<file path="src/rtl/slot_seq_pkg.sv">
package slot_seq_pkg;

  typedef enum logic [2:0] {
    SQ_OFF      = 3'd0,
    SQ_WAIT_PG  = 3'd1,
    SQ_PWR_DLY  = 3'd2,
    SQ_ON       = 3'd3,
    SQ_OFF_DLY  = 3'd4,
    SQ_RST_HOLD = 3'd5
  } seq_state_e;

  typedef enum logic {
    DSEL_PWR2RST = 1'b0,
    DSEL_RST2PWR = 1'b1
  } dly_sel_e;

endpackage

</file>
<file path="src/rtl/slot_tick_gen.sv">
module slot_tick_gen #(
  parameter int TICK_DIV = 100
) (
  input  logic clk,
  input  logic rst_n,
  output logic tick
);
  localparam int TW = (TICK_DIV > 1) ? $clog2(TICK_DIV) : 1;
  localparam logic [TW-1:0] LAST = TW'(TICK_DIV - 1);

  logic [TW-1:0] div_q, div_d;

  always_comb begin
    if (div_q == LAST) div_d = '0;
    else               div_d = div_q + 1'b1;
  end

  always_ff @(posedge clk or negedge rst_n) begin
    if (!rst_n) div_q <= '0;
    else        div_q <= div_d;
  end

  assign tick = (div_q == LAST);
endmodule

</file>
<file path="src/rtl/slot_dly_cnt.sv">
module slot_dly_cnt #(
  parameter int DLY_W = 8
) (
  input  logic             clk,
  input  logic             rst_n,
  input  logic             tick,
  input  logic             load,
  input  logic [DLY_W-1:0] load_val,
  output logic             done
);
  logic [DLY_W-1:0] cnt_q, cnt_d;
  logic             cnt_en;

  assign cnt_en = load | (tick & (cnt_q != '0));

  always_comb begin
    if (load) cnt_d = load_val;
    else      cnt_d = cnt_q - 1'b1;
  end

  always_ff @(posedge clk or negedge rst_n) begin
    if (!rst_n)      cnt_q <= '0;
    else if (cnt_en) cnt_q <= cnt_d;
  end

  // a value of N completes on the (N+1)th tick after the load
  assign done = tick & ~load & (cnt_q == '0);
endmodule

</file>
<file path="src/rtl/slot_rst_age.sv">
module slot_rst_age #(
  parameter int MIN_RST_TICKS = 200
) (
  input  logic clk,
  input  logic rst_n,
  input  logic tick,
  input  logic clr,
  output logic age_done
);
  localparam int TARGET = MIN_RST_TICKS + 1;
  localparam int AW     = $clog2(TARGET + 1);
  localparam logic [AW-1:0] TGT = AW'(TARGET);

  logic [AW-1:0] age_q, age_d;
  logic          age_en;

  assign age_done = (age_q == TGT);
  assign age_en   = clr | (tick & ~age_done);

  always_comb begin
    if (clr) age_d = '0;
    else     age_d = age_q + 1'b1;
  end

  always_ff @(posedge clk or negedge rst_n) begin
    if (!rst_n)      age_q <= '0;
    else if (age_en) age_q <= age_d;
  end
endmodule

</file>
<file path="src/rtl/slot_seq_fsm.sv">
module slot_seq_fsm
  import slot_seq_pkg::*;
(
  input  logic     clk,
  input  logic     rst_n,
  input  logic     off_req,
  input  logic     mode_pg,
  input  logic     pg_ok_sync,
  input  logic     ext_rst,
  input  logic     dly_done,
  input  logic     age_done,
  output logic     dly_load,
  output dly_sel_e dly_sel,
  output logic     age_clr,
  output logic     pwr_en,
  output logic     port_rst_n,
  output logic     slot_on
);
  seq_state_e st_q, st_d;
  logic       pg_ok;
  logic       may_release;

  // in power-enable mode the supply is treated as always good
  assign pg_ok       = ~mode_pg | pg_ok_sync;
  assign may_release = age_done & ~ext_rst;

  always_comb begin
    st_d     = st_q;
    dly_load = 1'b0;
    dly_sel  = DSEL_PWR2RST;
    unique case (st_q)
      SQ_OFF: begin
        if (!off_req) begin
          if (pg_ok) begin
            st_d     = SQ_PWR_DLY;
            dly_load = 1'b1;
          end else begin
            st_d = SQ_WAIT_PG;
          end
        end
      end
      SQ_WAIT_PG: begin
        if (off_req) begin
          st_d     = SQ_OFF_DLY;
          dly_load = 1'b1;
          dly_sel  = DSEL_RST2PWR;
        end else if (pg_ok) begin
          st_d     = SQ_PWR_DLY;
          dly_load = 1'b1;
        end
      end
      SQ_PWR_DLY: begin
        if (off_req) begin
          st_d     = SQ_OFF_DLY;
          dly_load = 1'b1;
          dly_sel  = DSEL_RST2PWR;
        end else if (!pg_ok) begin
          st_d = SQ_WAIT_PG;
        end else if (dly_done) begin
          st_d = may_release ? SQ_ON : SQ_RST_HOLD;
        end
      end
      SQ_RST_HOLD: begin
        if (off_req) begin
          st_d     = SQ_OFF_DLY;
          dly_load = 1'b1;
          dly_sel  = DSEL_RST2PWR;
        end else if (!pg_ok) begin
          st_d = SQ_WAIT_PG;
        end else if (may_release) begin
          st_d = SQ_ON;
        end
      end
      SQ_ON: begin
        if (off_req) begin
          st_d     = SQ_OFF_DLY;
          dly_load = 1'b1;
          dly_sel  = DSEL_RST2PWR;
        end else if (ext_rst) begin
          st_d = SQ_RST_HOLD;
        end else if (!pg_ok) begin
          st_d = SQ_WAIT_PG;
        end
      end
      SQ_OFF_DLY: begin
        if (dly_done) st_d = SQ_OFF;
      end
      default: st_d = SQ_OFF;
    endcase
  end

  always_ff @(posedge clk or negedge rst_n) begin
    if (!rst_n) st_q <= SQ_OFF;
    else        st_q <= st_d;
  end

  // the age restarts while reset is released and on every new cause
  assign age_clr    = (st_q == SQ_ON) | ext_rst;
  assign pwr_en     = (st_q != SQ_OFF);
  assign port_rst_n = (st_q == SQ_ON);
  assign slot_on    = (st_q == SQ_ON);
endmodule

</file>
<file path="src/rtl/slot_pwr_seq.sv">
module slot_pwr_seq
  import slot_seq_pkg::*;
#(
  parameter int TICK_DIV      = 100,
  parameter int MIN_RST_TICKS = 200,
  parameter int DLY_W         = 8
) (
  input  logic             clk,
  input  logic             rst_n,
  input  logic             pwr_ctl_off,
  input  logic             mode_pg,
  input  logic [DLY_W-1:0] dly_pwr2rst,
  input  logic [DLY_W-1:0] dly_rst2pwr,
  input  logic             pwr_good_n,
  input  logic             fund_rst,
  input  logic             opmode_rst_req,
  output logic             pwr_en,
  output logic             port_rst_n,
  output logic             slot_on
);
  localparam int SYNC_STAGES = 2;

  logic [SYNC_STAGES-1:0] pg_sync_q;
  logic                   tick;
  logic                   dly_load, dly_done;
  dly_sel_e               dly_sel;
  logic [DLY_W-1:0]       dly_val;
  logic                   age_clr, age_done;
  logic                   ext_rst;

  always_ff @(posedge clk or negedge rst_n) begin
    if (!rst_n) pg_sync_q <= '0;
    else        pg_sync_q <= {pg_sync_q[SYNC_STAGES-2:0], ~pwr_good_n};
  end

  assign ext_rst = fund_rst | opmode_rst_req;
  assign dly_val = (dly_sel == DSEL_RST2PWR) ? dly_rst2pwr : dly_pwr2rst;

  slot_tick_gen #(.TICK_DIV(TICK_DIV)) u_tick (
    .clk  (clk),
    .rst_n(rst_n),
    .tick (tick)
  );

  slot_dly_cnt #(.DLY_W(DLY_W)) u_dly (
    .clk     (clk),
    .rst_n   (rst_n),
    .tick    (tick),
    .load    (dly_load),
    .load_val(dly_val),
    .done    (dly_done)
  );

  slot_rst_age #(.MIN_RST_TICKS(MIN_RST_TICKS)) u_age (
    .clk     (clk),
    .rst_n   (rst_n),
    .tick    (tick),
    .clr     (age_clr),
    .age_done(age_done)
  );

  slot_seq_fsm u_fsm (
    .clk       (clk),
    .rst_n     (rst_n),
    .off_req   (pwr_ctl_off),
    .mode_pg   (mode_pg),
    .pg_ok_sync(pg_sync_q[SYNC_STAGES-1]),
    .ext_rst   (ext_rst),
    .dly_done  (dly_done),
    .age_done  (age_done),
    .dly_load  (dly_load),
    .dly_sel   (dly_sel),
    .age_clr   (age_clr),
    .pwr_en    (pwr_en),
    .port_rst_n(port_rst_n),
    .slot_on   (slot_on)
  );
endmodule

</file>
<file path="config.mk">
export PLATFORM = sky130hd
export DESIGN_NAME = slot_pwr_seq
export DESIGN_NICKNAME = d
export VERILOG_FILES = /design/src/rtl/slot_seq_pkg.sv /design/src/rtl/slot_tick_gen.sv /design/src/rtl/slot_dly_cnt.sv /design/src/rtl/slot_rst_age.sv /design/src/rtl/slot_seq_fsm.sv /design/src/rtl/slot_pwr_seq.sv
export SDC_FILE = /design/constraint.sdc
export NUM_CORES = 1
export LEC_CHECK = 0
export ABC_AREA = 0
export CAP_MARGIN = 20
export CORE_MARGIN = 1
export CORE_UTILIZATION = 55
export DETAILED_ROUTE_END_ITERATION = 8
export DONT_BUFFER_PORTS = 1
export HOLD_SLACK_MARGIN = 0.06
export PLACE_DENSITY = 0.72
export SLEW_MARGIN = 20
export SYNTH_ARGS = -nofsm -noshare
export SYNTH_HDL_FRONTEND = slang
export SYNTH_SLANG_ARGS = --single-unit
</file>
<file path="constraint.sdc">
create_clock -name clk -period 5.1 [get_ports clk]
set_input_delay 0.51 -clock clk [delete_from_list [all_inputs] [get_ports clk]]
set_output_delay 0.51 -clock clk [all_outputs]
set_load 0.01 [all_outputs]
</file>
; Word level (Yosys, flattened, before mapping)
; Cells that the tools add are included.
[totals]
elab_cells = 69
ff_bits = 28
inputBits = 23
output_inout_bits = 3
[classes]
n_eq_ne = 13
mux = 26
bitwise_logic = 15
addsub = 3
n_reduce_logical = 7
[ops]
columns = cell, n
row1 = $mux 3, 14
row2 = $mux 8, 3
row3 = $pmux 3 s6, 1
row4 = $add 8x1->8 const B, 1
row5 = $eq 8x8->1 const B, 1
row6 = $logic_not 8->1, 1
row7 = $ne 4x4->1 const B, 2
row8 = $reduce_bool 8->1, 1
row9 = $sub 8x1->8 const B, 1
row10 = $add 7x1->7 const B, 1
row11 = $eq 7x7->1 const B, 1
row12 = $mux 7, 1
row13 = $eq 3x2->1 const B, 2
row14 = $eq 3x3->1 const B, 2
row15 = $reduce_and 6->1, 1
row16 = $and 1x1->1, 5
row17 = $mux 1, 5
row18 = $not 1->1, 5
row19 = $or 1x1->1, 5
row20 = $ne 2x2->1 const B, 2
row21 = $ne 4x3->1 const B, 1
row22 = $reduce_or 4->1, 1
row23 = $eq 3x1->1 const B, 1
row24 = $logic_not 3->1, 1
row25 = other kinds (5), 5

; Longest topological paths before layout
[depth]
ltp_word = 12
depth_mapped = 7
depth_no_buf = 7

; Cells and area by module
; From an unflattened synthesis, not the netlist that was laid out.
[hier_totals]
cells_unflattened = 203
area_unflattened_um2 = 1945.6
[by_module_without_submodules]
columns = mod, n_inst, seq_area_each_um2, cells_per_inst, area_each_um2
row1 = slot_dly_cnt, 1, 200.2, 60, 550.5
row2 = slot_rst_age, 1, 200.2, 45, 446.7
row3 = slot_seq_fsm, 1, 75.1, 56, 411.6
row4 = slot_tick_gen, 1, 175.2, 29, 345.3
row5 = slot_pwr_seq, 1, 50.0, 13, 191.4

; Least setup slack after synthesis
; OpenSTA, ideal clock, no wires.
[synth_path]
kind = input to register
from = input mode_pg
to = register u_fsm.st_q[0]
t_arrival_ns = 1.826
path_slack_ns = 3.147
n_path_buf = 1
cell_stages = 6
setup_ns = 0.128
cell_sequence = nor2b_1 buf_6 nor4_1 nor4b_4 o311ai_4 mux2_1
[synth_via]
elab_chain_len = 10
word_cells_on_any_way = 22
cone_classes = eq/ne: 5 / mux: 11 / bitwise: 5 / reduce/logical: 1
[synth_lines]
columns = element, line
row1 = from (decl), slot_pwr_seq.sv:11  ; input logic mode_pg,
row2 = $not 1->1 *, slot_seq_fsm.sv:24  ; assign pg_ok = ~mode_pg | pg_ok_sync;
row3 = $or 1x1->1 *, slot_seq_fsm.sv:24
row4 = $mux 1, "slot_seq_fsm.sv:34, slot_seq_fsm.sv:47"
row5 = "$mux 1, on equally long branches", "slot_seq_fsm.sv:43, slot_seq_fsm.sv:33"
row6 = $pmux 1 s3, slot_seq_fsm.sv:31  ; unique case (st_q)
row7 = $not 1->1, slot_dly_cnt.sv:27  ; assign done = tick & ~load & (cnt_q == '0);
row8 = $and 1x1->1 (2 in series), slot_dly_cnt.sv:27
row9 = $ne 4x4->1 (no line) / $ne 2x2->1 (equally long branches), --
row10 = $reduce_and 6->1 (no line), --
row11 = to (signal assigned), slot_seq_fsm.sv:94  ; else st_q <= st_d;
row12 = to (decl), slot_seq_fsm.sv:19  ; seq_state_e st_q, st_d;
; Every way passes the cells marked *; elsewhere a longest branch is shown, timed or not. The select of a mux whose other input is x is not followed.
; A chain may end at the register's enable or synchronous reset.

; Worst setup path in the final report
[layout_path]
from = register u_fsm.st_q[0]
to = register u_fsm.st_q[2]
[layout_via]
elab_chain_len = 8
word_cells_on_any_way = 19
cone_classes = eq/ne: 11 / mux: 2 / bitwise: 3 / reduce/logical: 3
[layout_lines]
columns = element, line
row1 = $eq 3x2->1 / $eq 3x3->1 (equally long branches), slot_seq_fsm.sv:31
row2 = $reduce_or 3->1 (no line), --
row3 = $pmux 1 s3, slot_seq_fsm.sv:31
row4 = $not 1->1, slot_dly_cnt.sv:27
row5 = $and 1x1->1 (2 in series), slot_dly_cnt.sv:27
row6 = $ne 4x4->1 (no line) / $ne 2x2->1 (equally long branches), --
row7 = $reduce_and 6->1 (no line), --
; Parallel ways exist; a longest one is shown, timed or not.

==> flow_metrics.env <==
export IMPL_status="finished clean"
export IMPL_async_reset_ff_share_pct=100.0
export IMPL_final_util_pct=60.60
export IMPL_synth_seq_cells=28
export IMPL_grt_pass1_wl_um=5271
export IMPL_yosysTopAreaCell="dfrtp_1"
export IMPL_r2r_end="u_fsm.st_q[2]$_DFFE_PN0P_"
export IMPL_via_count=1282
export IMPL_nFillCells=286
export IMPL_routed_via_density=5.908
export IMPL_final_hold_violation_count=0
export IMPL_fin_nets=202
export IMPL_die_w_um=59.67
export IMPL_clockBufferDepth=2
export IMPL_hpwl_um=2364
export IMPL_clkTransAtPathRegs_ps=150
export IMPL_drc_errors=0
export IMPL_cp_required_ps=5330
export IMPL_num_rows=20
export IMPL_start_kind="flop"
export IMPL_synth_nets=204
export IMPL_dr_pass1_iters=4
export IMPL_io_pins=26
export IMPL_p_per_area_nw_per_um2=371.9
export IMPL_syn_area_um2=1829
export IMPL_cts_setup_buffers=0
export IMPL_placed_cells=211
export IMPL_endpoint_kind="flop"
export IMPL_rrSetupSlack_ps=2780
export IMPL_synthTopCellsByArea="dfrtp_1 38%, mux2i_1 9.3%, xor2_1 6.2%"
export IMPL_cts_inserted_buffers=3
export IMPL_crit_fanout=13
export IMPL_root_buffer="clkbuf_4"
export IMPL_ant_nets=0
export IMPL_top_usage_layer="met2"
export IMPL_io_buffer_count=0
export IMPL_relSlewSlack_pct=51.78
export IMPL_tns_ps=0
export IMPL_hold_buffers=2
export IMPL_regArea_um2=700.7
export IMPL_layout_drive_gt1_share_pct=10.40
export IMPL_grt_setup_unrepaired="no"
export IMPL_grt_ovfl_total=0
export IMPL_ys_seq_area_share_pct=38.30
export IMPL_cts_sinks=28
export IMPL_post_drt_wl_per_cell_um=14.64
export IMPL_synth_cell_types=49
export IMPL_core_area_um2=3103
export IMPL_p_total_uw=699.3
export IMPL_peakVddDrop_mv=0.2136
export IMPL_place_congestion=0.7920
export IMPL_hold_path_class="input pin to flop"
export IMPL_synth_cells=176
export IMPL_areaGrowthSynthToFinish_pct=2.804
export IMPL_layout_cells_non_filler=217
export IMPL_arrival_ps=2540
export IMPL_ctsHtreeMaxLevel=1
export IMPL_grt_pass1_vias=1211
export IMPL_final_period_utilization_pct=45.41
export IMPL_antenna_cells=0
export IMPL_die_h_um=59.67
export IMPL_ys_flop_type="dfrtp_1"
export IMPL_syn_area_per_cell_um2=10.39
export IMPL_synth_edff_count=0
export IMPL_cts_tree="done"
export IMPL_critPathKind="flop to flop"
export IMPL_fmax_ghz=0.4318
export IMPL_fin_skew_ps=1.907
export IMPL_initial_core_util_pct=58.95
export IMPL_reg2reg_depth=5
export IMPL_layout_common_cells="28 x dfrtp_1, 22 x nor2_1, 17 x mux2i_1, 13 x xor2_1"
export IMPL_grtUsageMet2_pct=32.70
export IMPL_drv_cap=0
export IMPL_endpoint="u_fsm.st_q[2]$_DFFE_PN0P_"
export IMPL_gr_usage_met3_pct=2.597
export IMPL_r2r_start="u_fsm.st_q[0]$_DFFE_PN0P_"
export IMPL_grt_max_degree=29
export IMPL_fin_crit_ps=2316
export IMPL_worstMarginPinSlew_ps=720.9
export IMPL_final_common_cell="dfrtp_1"
export IMPL_ys_warn_count=0
export IMPL_dieArea_um2=3561
export IMPL_critPathLaunch="u_fsm.st_q[0]$_DFFE_PN0P_"
export IMPL_synth_top_area_share_pct=38.30
export IMPL_drt_total_wl_um=3177
export IMPL_met1_usage_pct=26.18
export IMPL_worstSkewPairLatency_ps=330
export IMPL_power_leakage_nw=0.8317
export IMPL_setup_viol=0
export IMPL_multiInputGateArea_um2=1032
export IMPL_grt_usage_pct=19.93
export IMPL_drt_iter0_markers=130
export IMPL_drv_slew=0
export IMPL_ctsResizeCount=0
export IMPL_antenna_found_initial=0
## layout make-up
type / count / area share (%)
Multi-Input combinational cell: 132 / 54.89
Sequential cell: 28 / 37.26
Tap cell: 44 / 2.927
Clock buffer: 4 / 1.929
Timing Repair Buffer: 2 / 1.597
Inverter: 7 / 1.397
## worst min-delay path by stage
stage               startpoint                endpoint  slack (ps)  cells past startpoint
floorplan                rst_n  pg_sync_q[0]$_DFF_PN0_         210                      0
global placement         rst_n  pg_sync_q[0]$_DFF_PN0_         220                      0
detailed placement       rst_n  pg_sync_q[1]$_DFF_PN0_         210                      0
CTS                 pwr_good_n  pg_sync_q[0]$_DFF_PN0_         200                      1
global route        pwr_good_n  pg_sync_q[0]$_DFF_PN0_         180                      1
finish              pwr_good_n  pg_sync_q[0]$_DFF_PN0_         210                      1
## kinds of logic after synthesis
family                     after synthesis  synth area share [%]
AOI/OAI and AO/OA                       18                 9.166
xor gates and xnor gates                18                 8.618
adders and majority gates                5                 3.420
buffers and inverters                   16                 5.266
DFF                                     28                 38.30
muxes                                   20                 11.15
and+or+nand+nor                         71                 24.08
## cell usage after synthesis (3+ instances only)
master    number
nand4_1        7
nor2_1        22
ha_1           5
inv_1          6
nand3_1        7
nor3_1         4
nor2b_1        3
a21oi_1        3
nand2b_1       3
buf_6          3
nand2_1        4
mux2_1         3
xnor2_1        5
nor4_1         3
xor2_1        13
mux2i_1       17
o21ai_0        3
dfrtp_1       28
## flip-flops by register name (all words and copies together), names as in the netlist
name	flops
u_dly.cnt_q	8
u_age.age_q	8
pg_sync_q	2
u_tick.div_q	7
u_fsm.st_q	3
## metrics by stage
| stage | hold slack, ps | area [um^2] | setup slack, ps |
|---|---|---|---|
| floorplan | 214.4 | 1829 | 3147 |
| global placement | 215.0 | 1814 | 2922 |
| detailed placement | 215.0 | 1814 | 2815 |
| CTS | 200.1 | 1881 | 2795 |
| global route | 180.9 | 1881 | 2693 |
| finish | 212.5 | 1881 | 2784 |
## worst max-delay path, stage by stage, from the launching register on
cell and delay [ps]:
dfrtp_1 630, nor2_1 120, a211o_1 500, nor4b_4 240
o311ai_4 340, mux2_1 380
## metal layers
metal,up-vias,share of wire (%),wire length (um)
li1,617,-,-
met1,627,46,1468
met2,31,49,1556
met3,7,2.8,90
met4,0,1.9,61
met5,-,0,0
## power by group
group / switching [mW] / internal (mW) / total, mW
sequential: 0.0678 / 0.265 / 0.333
clock: 0.0657 / 0.0438 / 0.110
combinational: 0.129 / 0.128 / 0.257
total: 0.263 / 0.437 / 0.699
(Power assumes the default switching activity.)
